`src/rtl/sdc_seq_pkg.sv`:
```
package sdc_seq_pkg;

   typedef enum logic [3:0] {
      ST_IDLE  = 4'd0,
      ST_RST   = 4'd1,
      ST_APP   = 4'd2,
      ST_OPC   = 4'd3,
      ST_CID   = 4'd4,
      ST_RCA   = 4'd5,
      ST_SEL   = 4'd6,
      ST_READY = 4'd7,
      ST_XFER  = 4'd8,
      ST_ERROR = 4'd9
   } seq_st_e;

   typedef enum logic [2:0] {
      EC_NONE    = 3'd0,
      EC_NOCARD  = 3'd1,
      EC_TIMEOUT = 3'd2,
      EC_CRC     = 3'd3,
      EC_VOLT    = 3'd4,
      EC_RETRY   = 3'd5
   } err_e;

   typedef enum logic [1:0] {
      RK_NONE  = 2'd0,
      RK_SHORT = 2'd1,
      RK_LONG  = 2'd2
   } rsp_kind_e;

   localparam logic [5:0] CI_GO_IDLE = 6'd0;
   localparam logic [5:0] CI_ALL_CID = 6'd2;
   localparam logic [5:0] CI_REL_ADR = 6'd3;
   localparam logic [5:0] CI_SELECT  = 6'd7;
   localparam logic [5:0] CI_RD_ONE  = 6'd17;
   localparam logic [5:0] CI_RD_MANY = 6'd18;
   localparam logic [5:0] CI_WR_ONE  = 6'd24;
   localparam logic [5:0] CI_WR_MANY = 6'd25;
   localparam logic [5:0] CI_OPCOND  = 6'd41;
   localparam logic [5:0] CI_APP     = 6'd55;

   localparam int VWIN_W   = 9;
   localparam int VWIN_LSB = 15;
   localparam int BUSY_BIT = 31;

endpackage

```
`src/rtl/sdc_addr_map.sv`:
```
module sdc_addr_map #(
   parameter int ADDR_W    = 32,
   parameter bit BYTE_ADDR = 1'b0,
   parameter int BLK_LOG2  = 9
) (
   input  logic [ADDR_W-1:0] blk_addr,
   output logic [31:0]       cmd_arg
);
   logic [31:0] ext;
   assign ext = 32'(blk_addr);

   generate
      if (BYTE_ADDR) begin : g_byte
         assign cmd_arg = ext << BLK_LOG2;
      end else begin : g_block
         assign cmd_arg = ext;
      end
   endgenerate
endmodule

```
`src/rtl/sdc_retry_cnt.sv`:
```
module sdc_retry_cnt #(
   parameter int MAX_TRIES = 1000
) (
   input  logic clk,
   input  logic rst_n,
   input  logic clr,
   input  logic inc,
   output logic last
);
   localparam int CW = $clog2(MAX_TRIES + 1);

   logic [CW-1:0] cnt_q;

   always_ff @(posedge clk or negedge rst_n) begin
      if (!rst_n)   cnt_q <= '0;
      else if (clr) cnt_q <= '0;
      else if (inc) cnt_q <= cnt_q + 1'b1;
   end

   assign last = (cnt_q == CW'(MAX_TRIES - 1));

   p_cnt_bound_r4: assert property (@(posedge clk) disable iff (!rst_n)
      cnt_q < CW'(MAX_TRIES))
      else $error("attempt counter passed its limit");
endmodule

```
`src/rtl/sdc_cmd_sel.sv`:
```
module sdc_cmd_sel
   import sdc_seq_pkg::*;
(
   input  seq_st_e            state,
   input  logic [15:0]        rca,
   input  logic [VWIN_W-1:0]  volt_win,
   input  logic               xw,
   input  logic               xm,
   input  logic [31:0]        xarg,
   output logic [5:0]         idx,
   output logic [31:0]        arg,
   output rsp_kind_e          kind
);
   always_comb begin
      idx  = CI_GO_IDLE;
      arg  = '0;
      kind = RK_SHORT;
      unique case (state)
         ST_RST: kind = RK_NONE;
         ST_APP: begin idx = CI_APP;     arg = {rca, 16'h0}; end
         ST_OPC: begin
            idx = CI_OPCOND;
            arg = 32'(volt_win) << VWIN_LSB;
         end
         ST_CID: begin idx = CI_ALL_CID; kind = RK_LONG; end
         ST_RCA: idx = CI_REL_ADR;
         ST_SEL: begin idx = CI_SELECT;  arg = {rca, 16'h0}; end
         ST_XFER: begin
            arg = xarg;
            unique case ({xw, xm})
               2'b00: idx = CI_RD_ONE;
               2'b01: idx = CI_RD_MANY;
               2'b10: idx = CI_WR_ONE;
               default: idx = CI_WR_MANY;
            endcase
         end
         default: kind = RK_NONE;
      endcase
   end
endmodule

```
`src/rtl/sdc_bringup_seq.sv`:
```
module sdc_bringup_seq
   import sdc_seq_pkg::*;
#(
   parameter int ADDR_W    = 32,
   parameter bit BYTE_ADDR = 1'b0,
   parameter int BLK_LOG2  = 9,
   parameter int MAX_TRIES = 1000
) (
   input  logic              clk,
   input  logic              rst_n,
   input  logic              start,
   input  logic              card_det,
   input  logic              wr_prot,
   input  logic [8:0]        volt_win,
   input  logic              xfer_req,
   input  logic              xfer_write,
   input  logic              xfer_multi,
   input  logic [ADDR_W-1:0] xfer_blk,
   output logic              cmd_req,
   output logic [5:0]        cmd_idx,
   output logic [31:0]       cmd_arg,
   output logic [1:0]        cmd_rsp_kind,
   input  logic              rsp_done,
   input  logic              rsp_timeout,
   input  logic              rsp_crc_err,
   input  logic [31:0]       rsp_arg,
   output logic              ready,
   output logic              error,
   output logic [2:0]        err_code,
   output logic [3:0]        seq_state,
   output logic              xfer_refused
);
   generate
      if (MAX_TRIES < 1) begin : g_bad_tries
         $error("MAX_TRIES must be at least 1");
      end
      if (ADDR_W < 1 || ADDR_W > 32) begin : g_bad_addr
         $error("ADDR_W must lie in 1..32");
      end
      if (BLK_LOG2 < 1 || BLK_LOG2 > 31) begin : g_bad_shift
         $error("BLK_LOG2 must lie in 1..31");
      end
   endgenerate

   seq_st_e     state_q;
   err_e        err_q;
   logic        pend_q, refused_q, xw_q, xm_q;
   logic [15:0] rca_q;
   logic [31:0] xarg_q, mapped_arg;
   rsp_kind_e   kind;

   logic start_ok, in_cmd, got, bad_crc, volt_ok, retry_inc, retry_last;

   assign start_ok  = start && (state_q inside {ST_IDLE, ST_READY, ST_ERROR});
   assign in_cmd    = state_q inside {ST_RST, ST_APP, ST_OPC, ST_CID, ST_RCA, ST_SEL, ST_XFER};
   assign got       = in_cmd && pend_q && rsp_done;
   assign bad_crc   = rsp_crc_err && (state_q != ST_OPC);
   assign volt_ok   = |(rsp_arg[23:0] & (24'(volt_win) << VWIN_LSB));
   assign retry_inc = got && !rsp_timeout && (state_q == ST_OPC) && volt_ok
                      && !rsp_arg[BUSY_BIT] && !retry_last;

   sdc_addr_map #(.ADDR_W(ADDR_W), .BYTE_ADDR(BYTE_ADDR), .BLK_LOG2(BLK_LOG2)) i_map (
      .blk_addr (xfer_blk),
      .cmd_arg  (mapped_arg)
   );

   sdc_retry_cnt #(.MAX_TRIES(MAX_TRIES)) i_retry (
      .clk   (clk),
      .rst_n (rst_n),
      .clr   (start_ok),
      .inc   (retry_inc),
      .last  (retry_last)
   );

   sdc_cmd_sel i_sel (
      .state    (state_q),
      .rca      (rca_q),
      .volt_win (volt_win),
      .xw       (xw_q),
      .xm       (xm_q),
      .xarg     (xarg_q),
      .idx      (cmd_idx),
      .arg      (cmd_arg),
      .kind     (kind)
   );

   always_ff @(posedge clk or negedge rst_n) begin
      if (!rst_n) begin
         state_q   <= ST_IDLE;
         err_q     <= EC_NONE;
         pend_q    <= 1'b0;
         refused_q <= 1'b0;
         rca_q     <= '0;
         xw_q      <= 1'b0;
         xm_q      <= 1'b0;
         xarg_q    <= '0;
      end else begin
         refused_q <= 1'b0;
         if (start_ok) begin
            pend_q <= 1'b0;
            rca_q  <= '0;
            if (!card_det) begin
               state_q <= ST_ERROR;
               err_q   <= EC_NOCARD;
            end else begin
               state_q <= ST_RST;
               err_q   <= EC_NONE;
            end
         end else if (in_cmd && !pend_q) begin
            pend_q <= 1'b1;
         end else if (got) begin
            pend_q <= 1'b0;
            if (rsp_timeout) begin
               state_q <= ST_ERROR;
               err_q   <= EC_TIMEOUT;
            end else if (bad_crc) begin
               state_q <= ST_ERROR;
               err_q   <= EC_CRC;
            end else begin
               unique case (state_q)
                  ST_RST: state_q <= ST_APP;
                  ST_APP: state_q <= ST_OPC;
                  ST_OPC: begin
                     if (!volt_ok) begin
                        state_q <= ST_ERROR;
                        err_q   <= EC_VOLT;
                     end else if (rsp_arg[BUSY_BIT]) begin
                        state_q <= ST_CID;
                     end else if (retry_last) begin
                        state_q <= ST_ERROR;
                        err_q   <= EC_RETRY;
                     end else begin
                        state_q <= ST_APP;
                     end
                  end
                  ST_CID: state_q <= ST_RCA;
                  ST_RCA: begin
                     rca_q   <= rsp_arg[31:16];
                     state_q <= ST_SEL;
                  end
                  default: state_q <= ST_READY;
               endcase
            end
         end else if (state_q == ST_READY && xfer_req) begin
            if (xfer_write && wr_prot) begin
               refused_q <= 1'b1;
            end else begin
               xw_q    <= xfer_write;
               xm_q    <= xfer_multi;
               xarg_q  <= mapped_arg;
               state_q <= ST_XFER;
            end
         end
      end
   end

   assign cmd_req      = in_cmd && !pend_q;
   assign cmd_rsp_kind = kind;
   assign ready        = (state_q == ST_READY);
   assign error        = (state_q == ST_ERROR);
   assign err_code     = err_q;
   assign seq_state    = state_q;
   assign xfer_refused = refused_q;

   p_req_gap_r1: assert property (@(posedge clk) disable iff (!rst_n)
      cmd_req |=> !cmd_req)
      else $error("command requests back to back");

   p_wp_block_r7: assert property (@(posedge clk) disable iff (!rst_n)
      (cmd_req && (cmd_idx == CI_WR_ONE || cmd_idx == CI_WR_MANY)) |-> $past(!wr_prot))
      else $error("write issued under write-protect");

   p_nocard_r8: assert property (@(posedge clk) disable iff (!rst_n)
      (start && !card_det && (ready || error || seq_state == 4'(ST_IDLE)))
      |=> (error && err_code == 3'(EC_NOCARD)))
      else $error("start without card not flagged");

   p_err_hold_r9: assert property (@(posedge clk) disable iff (!rst_n)
      (error && !start) |=> error)
      else $error("error left without start");
endmodule

```
`config.mk`:
```
export PLATFORM = sky130hd
export DESIGN_NAME = sdc_bringup_seq
export DESIGN_NICKNAME = d
export VERILOG_FILES = /design/src/rtl/sdc_seq_pkg.sv /design/src/rtl/sdc_addr_map.sv /design/src/rtl/sdc_retry_cnt.sv /design/src/rtl/sdc_cmd_sel.sv /design/src/rtl/sdc_bringup_seq.sv
export SDC_FILE = /design/constraint.sdc
export NUM_CORES = 1
export LEC_CHECK = 0
export CAP_MARGIN = 0
export CORE_MARGIN = 1.5
export CORE_UTILIZATION = 45
export DETAILED_ROUTE_END_ITERATION = 12
export GPL_TIMING_DRIVEN = 0
export PLACE_DENSITY_LB_ADDON = 0.1
export SLEW_MARGIN = 20
export SYNTH_ARGS = -nofsm -noshare
export SYNTH_HDL_FRONTEND = slang
export SYNTH_SLANG_ARGS = --single-unit
```
`constraint.sdc`:
```
create_clock -name clk -period 2.44 [get_ports clk]
set_input_delay 0.366 -clock clk [delete_from_list [all_inputs] [get_ports clk]]
set_output_delay 0.366 -clock clk [all_outputs]
set_load 0.02 [all_outputs]
```
== Yosys cells after proc, flatten, opt, wreduce, memory -nomap -nowiden ==
Index checks and enable logic that the tools add are counted.

* Register bits: 69
* Input bits: 84
* Output and inout bits: 51
* Logic and storage cells: 109

* Add/sub/neg operators: 1
* Equality and inequality tests: 19
* Multiplexer cells: 42
* Bitwise logic cells: 5
* Reductions and logical operators: 33

{| class="wikitable"
|+ Operator list
! cell !! count
|-
| $mux W16 || 6
|-
| $pmux W32 S3 || 1
|-
| $mux W4 || 11
|-
| $pmux W6 S6 || 1
|-
| $mux W3 || 9
|-
| $and A24 B24 Y24 || 1
|-
| $reduce_or A24 Y1 || 1
|-
| $mux W10 || 2
|-
| $pmux W4 S5 || 1
|-
| $eq A4 B3 Y1 const B || 4
|-
| $reduce_and A5 Y1 || 3
|-
| $logic_and A1 B1 Y1 || 12
|-
| $pmux W4 S3 || 1
|-
| $add A10 B1 Y10 const B || 1
|-
| $eq A10 B10 Y1 const B || 1
|-
| $mux W1 || 9
|-
| $reduce_bool A3 Y1 || 3
|-
| $eq A4 B2 Y1 const B || 2
|-
| $eq A4 B4 Y1 const B || 2
|-
| $reduce_bool A7 Y1 || 1
|-
| $ne A2 B1 Y1 const B || 3
|-
| $reduce_bool A2 Y1 || 3
|-
| $ne A5 B3 Y1 const B || 1
|-
| $ne A5 B4 Y1 const B || 1
|-
| 14 further kinds || 20
|}

== Depth between registers and ports, before layout ==
Gate-level depths: netlist of the first run.

* Depth in word-level cells: 11
* Gate-level depth with buffers: 8
* Depth with buffers taken out: 6

== Cells and area by module ==
From an unflattened synthesis of the first run, not the netlist that was laid out.

* Cells, all modules: 383
* Area total of the unflattened synthesis: 3,923.8 um^2

{| class="wikitable"
|+ Modules (own cells, without submodules)
! module !! instances !! cells an instance !! area an instance (um^2) !! seq. area each (um^2)
|-
| sdc_bringup_seq || 1 || 217 || 2,561.2 || 1,476.4
|-
| sdc_cmd_sel || 1 || 83 || 595.6 || 0.0
|-
| sdc_retry_cnt || 1 || 51 || 526.8 || 250.2
|-
| sdc_addr_map || 1 || 32 || 240.2 || 0.0
|}

== Least setup slack after synthesis of the first run ==
Ideal clock, no wire load.

* Kind: reg2out
* Start: reg state_q[1] (netlist: seq_state[1])
* End: out cmd_arg[23]
* Data arrival time: 2,192 ps
* Data required time: 2,074 ps
* Path slack: -118 ps
* Stages on the path, launching flop included: 7
* Buffers on the path: 2
* Cells stage by stage: dfrtp_1 buf_2 inv_1 nor3_1 clkbuf_1 a22oi_1 nand2_1

* Longest elaborated chain between the ends: 3
* Elaborated cells between the ends (all ways): 6
* Classes of those cells: eq/ne: 4; mux: 1; reduce/logical: 1

{| class="wikitable"
|+ RTL lines
! element !! RTL line !! source
|-
| start: declaration || sdc_bringup_seq.sv:45 || <nowiki>seq_st_e state_q;</nowiki>
|-
| start signal: assignment || sdc_bringup_seq.sv:89 || <nowiki>state_q <= ST_IDLE;</nowiki>
|-
| start signal: assignment || sdc_bringup_seq.sv:103 || <nowiki>state_q <= ST_ERROR;</nowiki>
|-
| start signal: assignment || sdc_bringup_seq.sv:106 || <nowiki>state_q <= ST_RST;</nowiki>
|-
| $eq A4 B2 Y1 / $eq A4 B3 Y1 (equally long branches) || sdc_cmd_sel.sv:18 || <nowiki>unique case (state)</nowiki>
|-
| $reduce_or A2 Y1 (no line) || n/a ||
|-
| $pmux W32 S3 (*) || sdc_cmd_sel.sv:18 ||
|-
| end: declaration || sdc_bringup_seq.sv:21 || <nowiki>output logic [31:0] cmd_arg,</nowiki>
|}

Every way passes the cells marked *; elsewhere a longest branch is shown, timed or not.

== Worst setup path after layout of the first run ==
* Start: reg state_q[3] (netlist: seq_state[3])
* End: out cmd_arg[29]

The elaborated chain is that of the path after synthesis.

==> impl_metrics.toml, run 1 <==
[floorplan]
core_um2 = 7810
die_h_um = 93.0
die_w_um = 93.0
die-area_um2 = 8660
start_util_pct = 46.7
io-pin-count = 135
row_count = 32

[detailed_routing]
num_vias = 3381
drcViolationCount = 0
wl_per_cell_um = 17.2
drt_pass1_iterations = 5
drt.antenna.violating_nets = 0
wirelength_um = 10500
drtIter0Drc = 237
avgViaCountPerCell = 5.56

[power_and_ir_drop]
power_switching_w = 0.00166
leakagePower_nw = 2.61
comb_power_share_pct = 43.8
finalPower_w = 0.00437
clkPwrFrac_pct = 25.0
ir_worst_vdd_v = 0.000321
seq_power_share_pct = 31.2
p_sw_share_pct = 38.0
cellInternalPower_w = 0.00271
p_per_area_nw_per_um2 = 809

[sta]
setup_viol = 0
whs_ns = 0.444
skew_ns = 0.00904
setup_slack_ns = 0.0542
period_minus_slack_ns = 2.39
period_share_pct = 97.8
worstMarginPinSlew_ns = 0.630
max_freq_ghz = 0.419
drv_slew = 0
hold_violations = 0
slew_headroom_pct = 58.0

[yosys]
async_flop_share_pct = 100
seq_area_frac_synth_pct = 47.3
ys.flop_type = "dfrtp_1"
synth_area_um2 = 3650
yosys_warnings = 0
syn_nets = 442
synth-seq-cells = 69
synth_cell_types = 58
synthCells = 354
synth-edff-count = 0
avgSynthCellArea_um2 = 10.3

[setup_path]
reg2reg_to = "xarg_q[20]"
path_class = "reg2out"
slowest_delay_ns = 0.37
crit_fanout = 8
worstPathCellList = "buf_6, clkinvlp_4, nor4_4, buf_4, buf_4, a22o_1, dlygate4sd2_1"
critPathRequiredTime_ns = 2.07
r2r_slack_ns = 0.09
crit_arrival_ns = 2.02
crit_family = "buffers and inverters"
path_buf_inv = 5
crit_slowest_cell = "dfrtp_1"
timing.rr.start = "seq_state[2]"
cp-start-kind = "flop"
ff2ff_path_depth = 7
worst_setup_path_end_kind = "output pin"
cp_common_cell = "buf_4"

[final_layout]
fin_area_um2 = 5400
nets = 589
n_antenna_cell = 0
syn2layout_area_growth_pct = 48.0
instances_no_fill = 608
drive_above_1_share_pct = 19.0

[cts]
clock-sinks = 69
tritoncts = "built"
h-tree-depth = 3
cts_made_buffers = 9
cts.path.max_buffers = 2
cts_root_buffer = "clkbuf_8"
clk_latency_ns = 0.36
clkTransAtPathRegs_ns = 0.08

[outcome]
outcome = "complete, no violations"

[job]
cap_violations = 0

[placed_design]
hpwlAfterDp_um = 7380
port_buffers = 119
dp_cells = 576
place_ws_ns = -1.02
place_area_um2 = 4990
gp_congestion = 0.911

[grt]
grt.total_usage_pct = 24.4
antenna_found_initial = 0
grt_max_degree = 48
grt_pass1_wl_um = 16300
grt_pass1_vias = 3311
overflow = 0

[worst_hold_path]
hp-class = "in2async"
[worst max path at each step]
stage | slack (ns) | cells after the start | end | startpoint
2_1_floorplan | 0.02 | 7 | xarg_q[10] | seq_state[2]
3_3_place_gp | -1.41 | 1 | xarg_q[1] | rst_n
3_5_place_dp | -1.02 | 6 | cmd_idx[3] | seq_state[1]
4_1_cts | 0.0005 | 8 | i_retry.cnt_q[5] | seq_state[2]
5_1_grt | -0.04 | 8 | i_retry.cnt_q[5] | seq_state[2]
6_report | 0.05 | 7 | cmd_arg[29] | seq_state[3]
[worst register-to-register path, stage by stage (launching register included)]
cell and delay (ns):
dfrtp_1 0.38, buf_4 0.23, and4bb_2 0.29, o31ai_4 0.29
nand4_4 0.18, a21oi_4 0.32, buf_6 0.22, mux2_1 0.34
[placed cells by master (no fill, tap or decap), types with 3 or more instances in the layout]
master           instances
inv_1                   21
mux2_1                  30
nor3_1                   3
o211ai_1                 3
dfrtp_1                 67
ha_1                     4
mux2i_1                  4
nand3_1                 21
nor2_1                  11
a31oi_1                  4
nand2_1                 37
o31ai_1                  3
a21oi_1                  6
a22oi_1                 12
clkbuf_2                16
or3_1                    3
o21ai_0                 24
clkbuf_1                 3
mux2_2                   4
clkdlybuf4s15_1          7
buf_2                    8
clkbuf_8                14
a22o_1                  11
dlygate4sd2_1            7
and2_1                  17
clkinvlp_4               3
buf_6                    6
clkdlybuf4s50_1         77
buf_4                   22
dlymetal6s2s_1           3
[power by group through the flow]
stage / sequential (W) / clock (W) / combinational [W]
after floorplan: 0.00141 / 0 / 0.000920
after global placement: 0.00137 / 0 / 0.00163
after detailed placement: 0.00138 / 0 / 0.00167
after CTS: 0.00136 / 0.00110 / 0.00183
after global routing: 0.00138 / 0.00114 / 0.00204
final: 0.00136 / 0.00109 / 0.00191
[flip-flops by register name (all words and copies together) (netlist names)]
| signal | count |
|---|---|
| i_retry.cnt_q | 10 |
| xm_q | 1 |
| rca_q | 16 |
| err_code | 3 |
| pend_q | 1 |
| seq_state | 4 |
| xw_q | 1 |
| xfer_refused | 1 |
| xarg_q | 32 |
[through the flow]
stage | TNS [ns] | utilization, %
finish | 0 | 69.2
global route | -0.110 | 69.2
CTS | 0 | 68.5
detailed placement | -37.92 | 64.0
global placement | -127.70 | 63.6
floorplan | 0 | -
[final cells by class]
class                   instances  area (µm²)
inverters                      22        86.3
clock inverters                 6        92.6
well taps                     102         128
multi-input cells             241        1800
plain buffers                  21         184
repair buffers                137        1240
flip-flops and latches         69        1730
clock buffers                  10         138
fillers                       624        2410
[metal layers]
metal / vias up / share of wire (%) / track usage [%]
met1: 1640 / 43 / 32.7
met3: 19 / 6.4 / 3.25
met2: 146 / 48 / 40.3
met5: - / 0 / 0
met4: 0 / 1.8 / 9.09
li1: 1576 / - / -
[repair_timing]
item / CTS / global route
cloned: 1 / 0
gates resized for setup: 101 / 56
endpoints found under the setup margin: 80 / 88
pin swaps: 5 / 3
buffers inserted: 10 / 5
hold buffers: 1 / 0
hold endpoints to repair: 22 / 0
[cells in the mapped netlist, types with 4 or more instances]
master	n	area, µm²
nor2_1	12	45.0
mux2_2	4	45.0
ha_1	4	50.1
a22oi_1	12	90.1
a21oi_1	7	35.0
clkbuf_1	13	48.8
inv_1	22	82.6
nand3_1	21	105
o21ai_0	24	120
and2_1	17	106
nor3_1	4	20.0
a31oi_1	4	25.0
mux2_1	30	338
dfrtp_1	69	1730
mux2i_1	4	40.0
nand2_1	37	139
a22o_1	11	96.3
[cell families (layout without fill, tap and decap cells)]
group | count (synthesis) | count (layout) | synth area share (%)
AND/OR/NAND/NOR | 113 | 113 | 16.6
AO/OA/AOI/OAI | 84 | 84 | 17.2
flip-flops | 69 | 69 | 47.3
buffers and inverters | 44 | 196 | 5.45
multiplexers | 38 | 38 | 11.6
adder cells (fa/ha/maj) | 4 | 4 | 1.37
XOR/XNOR | 2 | 2 | 0.480
(Power assumes the default switching activity.)
==> run 2: changes to the inputs <==
--- a/config.mk
+++ b/config.mk
@@ -6,11 +6,13 @@
 export NUM_CORES = 1
 export LEC_CHECK = 0
 export CAP_MARGIN = 0
+export CORE_ASPECT_RATIO = 1.25
 export CORE_MARGIN = 1.5
 export CORE_UTILIZATION = 45
 export DETAILED_ROUTE_END_ITERATION = 12
 export GPL_TIMING_DRIVEN = 0
 export PLACE_DENSITY_LB_ADDON = 0.1
+export SETUP_SLACK_MARGIN = 0.5
 export SLEW_MARGIN = 20
 export SYNTH_ARGS = -nofsm -noshare
 export SYNTH_HDL_FRONTEND = slang
==> run 2 against run 1 <==
Compared with the run above:
- clock power down 22%
- non-clock buffer count is 51 higher
- flip-flop and latch count is the same
- count of clock-buffer cells in the layout is 1 higher
- die area hardly changed
- sequential share of layout area fell by 6.3 points
- first-iteration DRC count grew 12%
- global-route usage up 4.8 points
- via count increased by 16%
- sequential power hardly changed
==> impl_metrics.toml, run 2 (same netlist as run 1, synthesis figures left out) <==
[outcome]
outcome = "complete, no violations"

[detailed_routing]
drcViolationCount = 0
avgViaCountPerCell = 6.02
num_vias = 3922
wirelength_um = 14500
wl_per_cell_um = 22.3
drt_pass1_iterations = 5
drt.antenna.violating_nets = 0
drtIter0Drc = 266

[sta]
whs_ns = 0.507
slew_headroom_pct = 66.3
worstMarginPinSlew_ns = 0.506
period_share_pct = 97.8
setup_viol = 0
grt_setup_unrepaired = "true"
period_minus_slack_ns = 2.39
fin_tns_setup_ns = 0
drv_slew = 0
hold_violations = 0
skew_ns = 0.00661
max_freq_ghz = 0.419

[power_and_ir_drop]
clkPwrFrac_pct = 16.8
p_sw_share_pct = 38.8
cellInternalPower_w = 0.00307
leakagePower_nw = 3.08
comb_power_share_pct = 55.8
ir_worst_vdd_v = 0.000737
power_switching_w = 0.00195
p_per_area_nw_per_um2 = 747
seq_power_share_pct = 27.4

[cts]
cts_made_buffers = 9
cts.path.max_buffers = 2
clk_latency_ns = 0.35
tritoncts = "built"
h-tree-depth = 3
cts_root_buffer = "clkbuf_8"
clkTransAtPathRegs_ns = 0.08
clock-sinks = 69

[placed_design]
port_buffers = 119
hpwlAfterDp_um = 7590
gp_congestion = 0.834
place_area_um2 = 5110

[final_layout]
layout_common_cells = "clkdlybuf4s50_1, dfrtp_1, buf_6, mux2_4, buf_4"
drive_above_1_share_pct = 48.3
n_antenna_cell = 0
largest_register_ffs = 32
layout_commonest_cell = "clkdlybuf4s50_1"
fin_util_pct = 85.9
syn2layout_area_growth_pct = 84.5
nets = 640
nFillCells = 348
largest_register = "xarg_q"
fin_area_um2 = 6730
reg_top3 = "xarg_q (32), rca_q (16), i_retry.cnt_q (10)"

[floorplan]
die_h_um = 104
row_count = 36
io-pin-count = 135
start_util_pct = 46.6
core_um2 = 7840
die-area_um2 = 8660
die_w_um = 83.5

[setup_path]
worst_setup_path_end_kind = "output pin"
crit_fanout = 5
critPathRequiredTime_ns = 2.07
cp-start-kind = "flop"
crit_arrival_ns = 2.02
path_class = "reg2out"

[worst_hold_path]
hp-class = "in2async"

[job]
cap_violations = 0

[grt]
antenna_found_initial = 0
grt_max_degree = 37
overflow = 0
grt.total_usage_pct = 29.2
grt_pass1_wl_um = 19800
grt_pass1_vias = 3831
run 2: cell types whose count changed in the layout (fill, tap and decap cells not counted), moves of 12 or more:
cell and delta:
buf_8 +16, o21ai_1 +12, buf_6 +54, mux2_4 +33, and2_4 +15, clkbuf_2 -16
and2_1 -15, mux2_1 -30, o21ai_0 -21, nand3_2 +12, nand3_1 -15
run 2: layout make-up:
| class | count | area (µm²) | share of cell area [%] |
|---|---|---|---|
| Buffer | 22 | 330 | 4.91 |
| Clock buffer | 11 | 141 | 2.10 |
| Clock inverter | 5 | 27.5 | 0.409 |
| Inverter | 22 | 90.1 | 1.34 |
| Multi-Input combinational cell | 241 | 2300 | 34.1 |
| Sequential cell | 69 | 1730 | 25.7 |
| Tap cell | 95 | 119 | 1.77 |
| Timing Repair Buffer | 187 | 1990 | 29.6 |
run 2: worst max-delay path: stages (launching register included):
cell and delay (ns):
dfrtp_2 0.43, buf_8 0.14, clkbuf_16 0.15, nor4bb_4 0.39, clkbuf_8 0.24, a22oi_2 0.06, nand2_1 0.12, buf_6 0.13
run 2: routing by layer:
metal  GRT usage, %  part of all wire (%)  vias to the layer above
met3           4.54                   7.6                       51
met2           51.7                    52                      247
met5              0                     0                        -
met1           34.5                    36                     1940
met4           13.2                   3.9                        0
li1               -                     -                     1684
run 2: worst paths after layout:
| check | startpoint | to | slack [ns] | depth (start not counted) |
|---|---|---|---|---|
| setup / recovery | seq_state[3] | cmd_arg[16] | 0.05 | 7 |
| hold / removal | rst_n | xarg_q[27] | 0.51 | 2 |
| setup reg to reg | seq_state[3] | xarg_q[17] | 0.08 | 10 |
| hold reg to reg | xarg_q[19] | xarg_q[19] | 0.52 | 1 |
| max in group asynchronous | rst_n | seq_state[2] | 1.36 | 3 |
| min in group clk | xarg_q[19] | xarg_q[19] | 0.52 | 1 |
run 2: power groups by stage:
| stage | registers, W | clock network [W] | logic [W] |
|---|---|---|---|
| 2_1_floorplan | 0.00143 | 0 | 0.00101 |
| 3_3_place_gp | 0.00139 | 0 | 0.00173 |
| 3_5_place_dp | 0.00139 | 0 | 0.00175 |
| 4_1_cts | 0.00137 | 0.000856 | 0.00238 |
| 5_1_grt | 0.00139 | 0.000918 | 0.00290 |
| 6_report | 0.00138 | 0.000846 | 0.00281 |
run 2: metrics by stage:
| stage | setup slack (ns) | instances | total power, W |
|---|---|---|---|
| after CTS | 0.113 | 630 | 0.00461 |
| after global placement | -1.71 | 568 | 0.00311 |
| after detailed placement | -0.721 | 569 | 0.00315 |
| after global routing | -0.0426 | 652 | 0.00520 |
| after floorplan | 0.151 | 354 | 0.00243 |
| final | 0.0526 | 652 | 0.00503 |
run 2: repair_timing:
item                                    in CTS  in global routing
pin swaps                                   50                 23
gates cloned                                11                  1
endpoints found under the setup margin     110                106
hold endpoints to repair                    33                  0
hold buffers                                 1                  0
gates resized for setup                    375                105
setup buffers                               33                 21
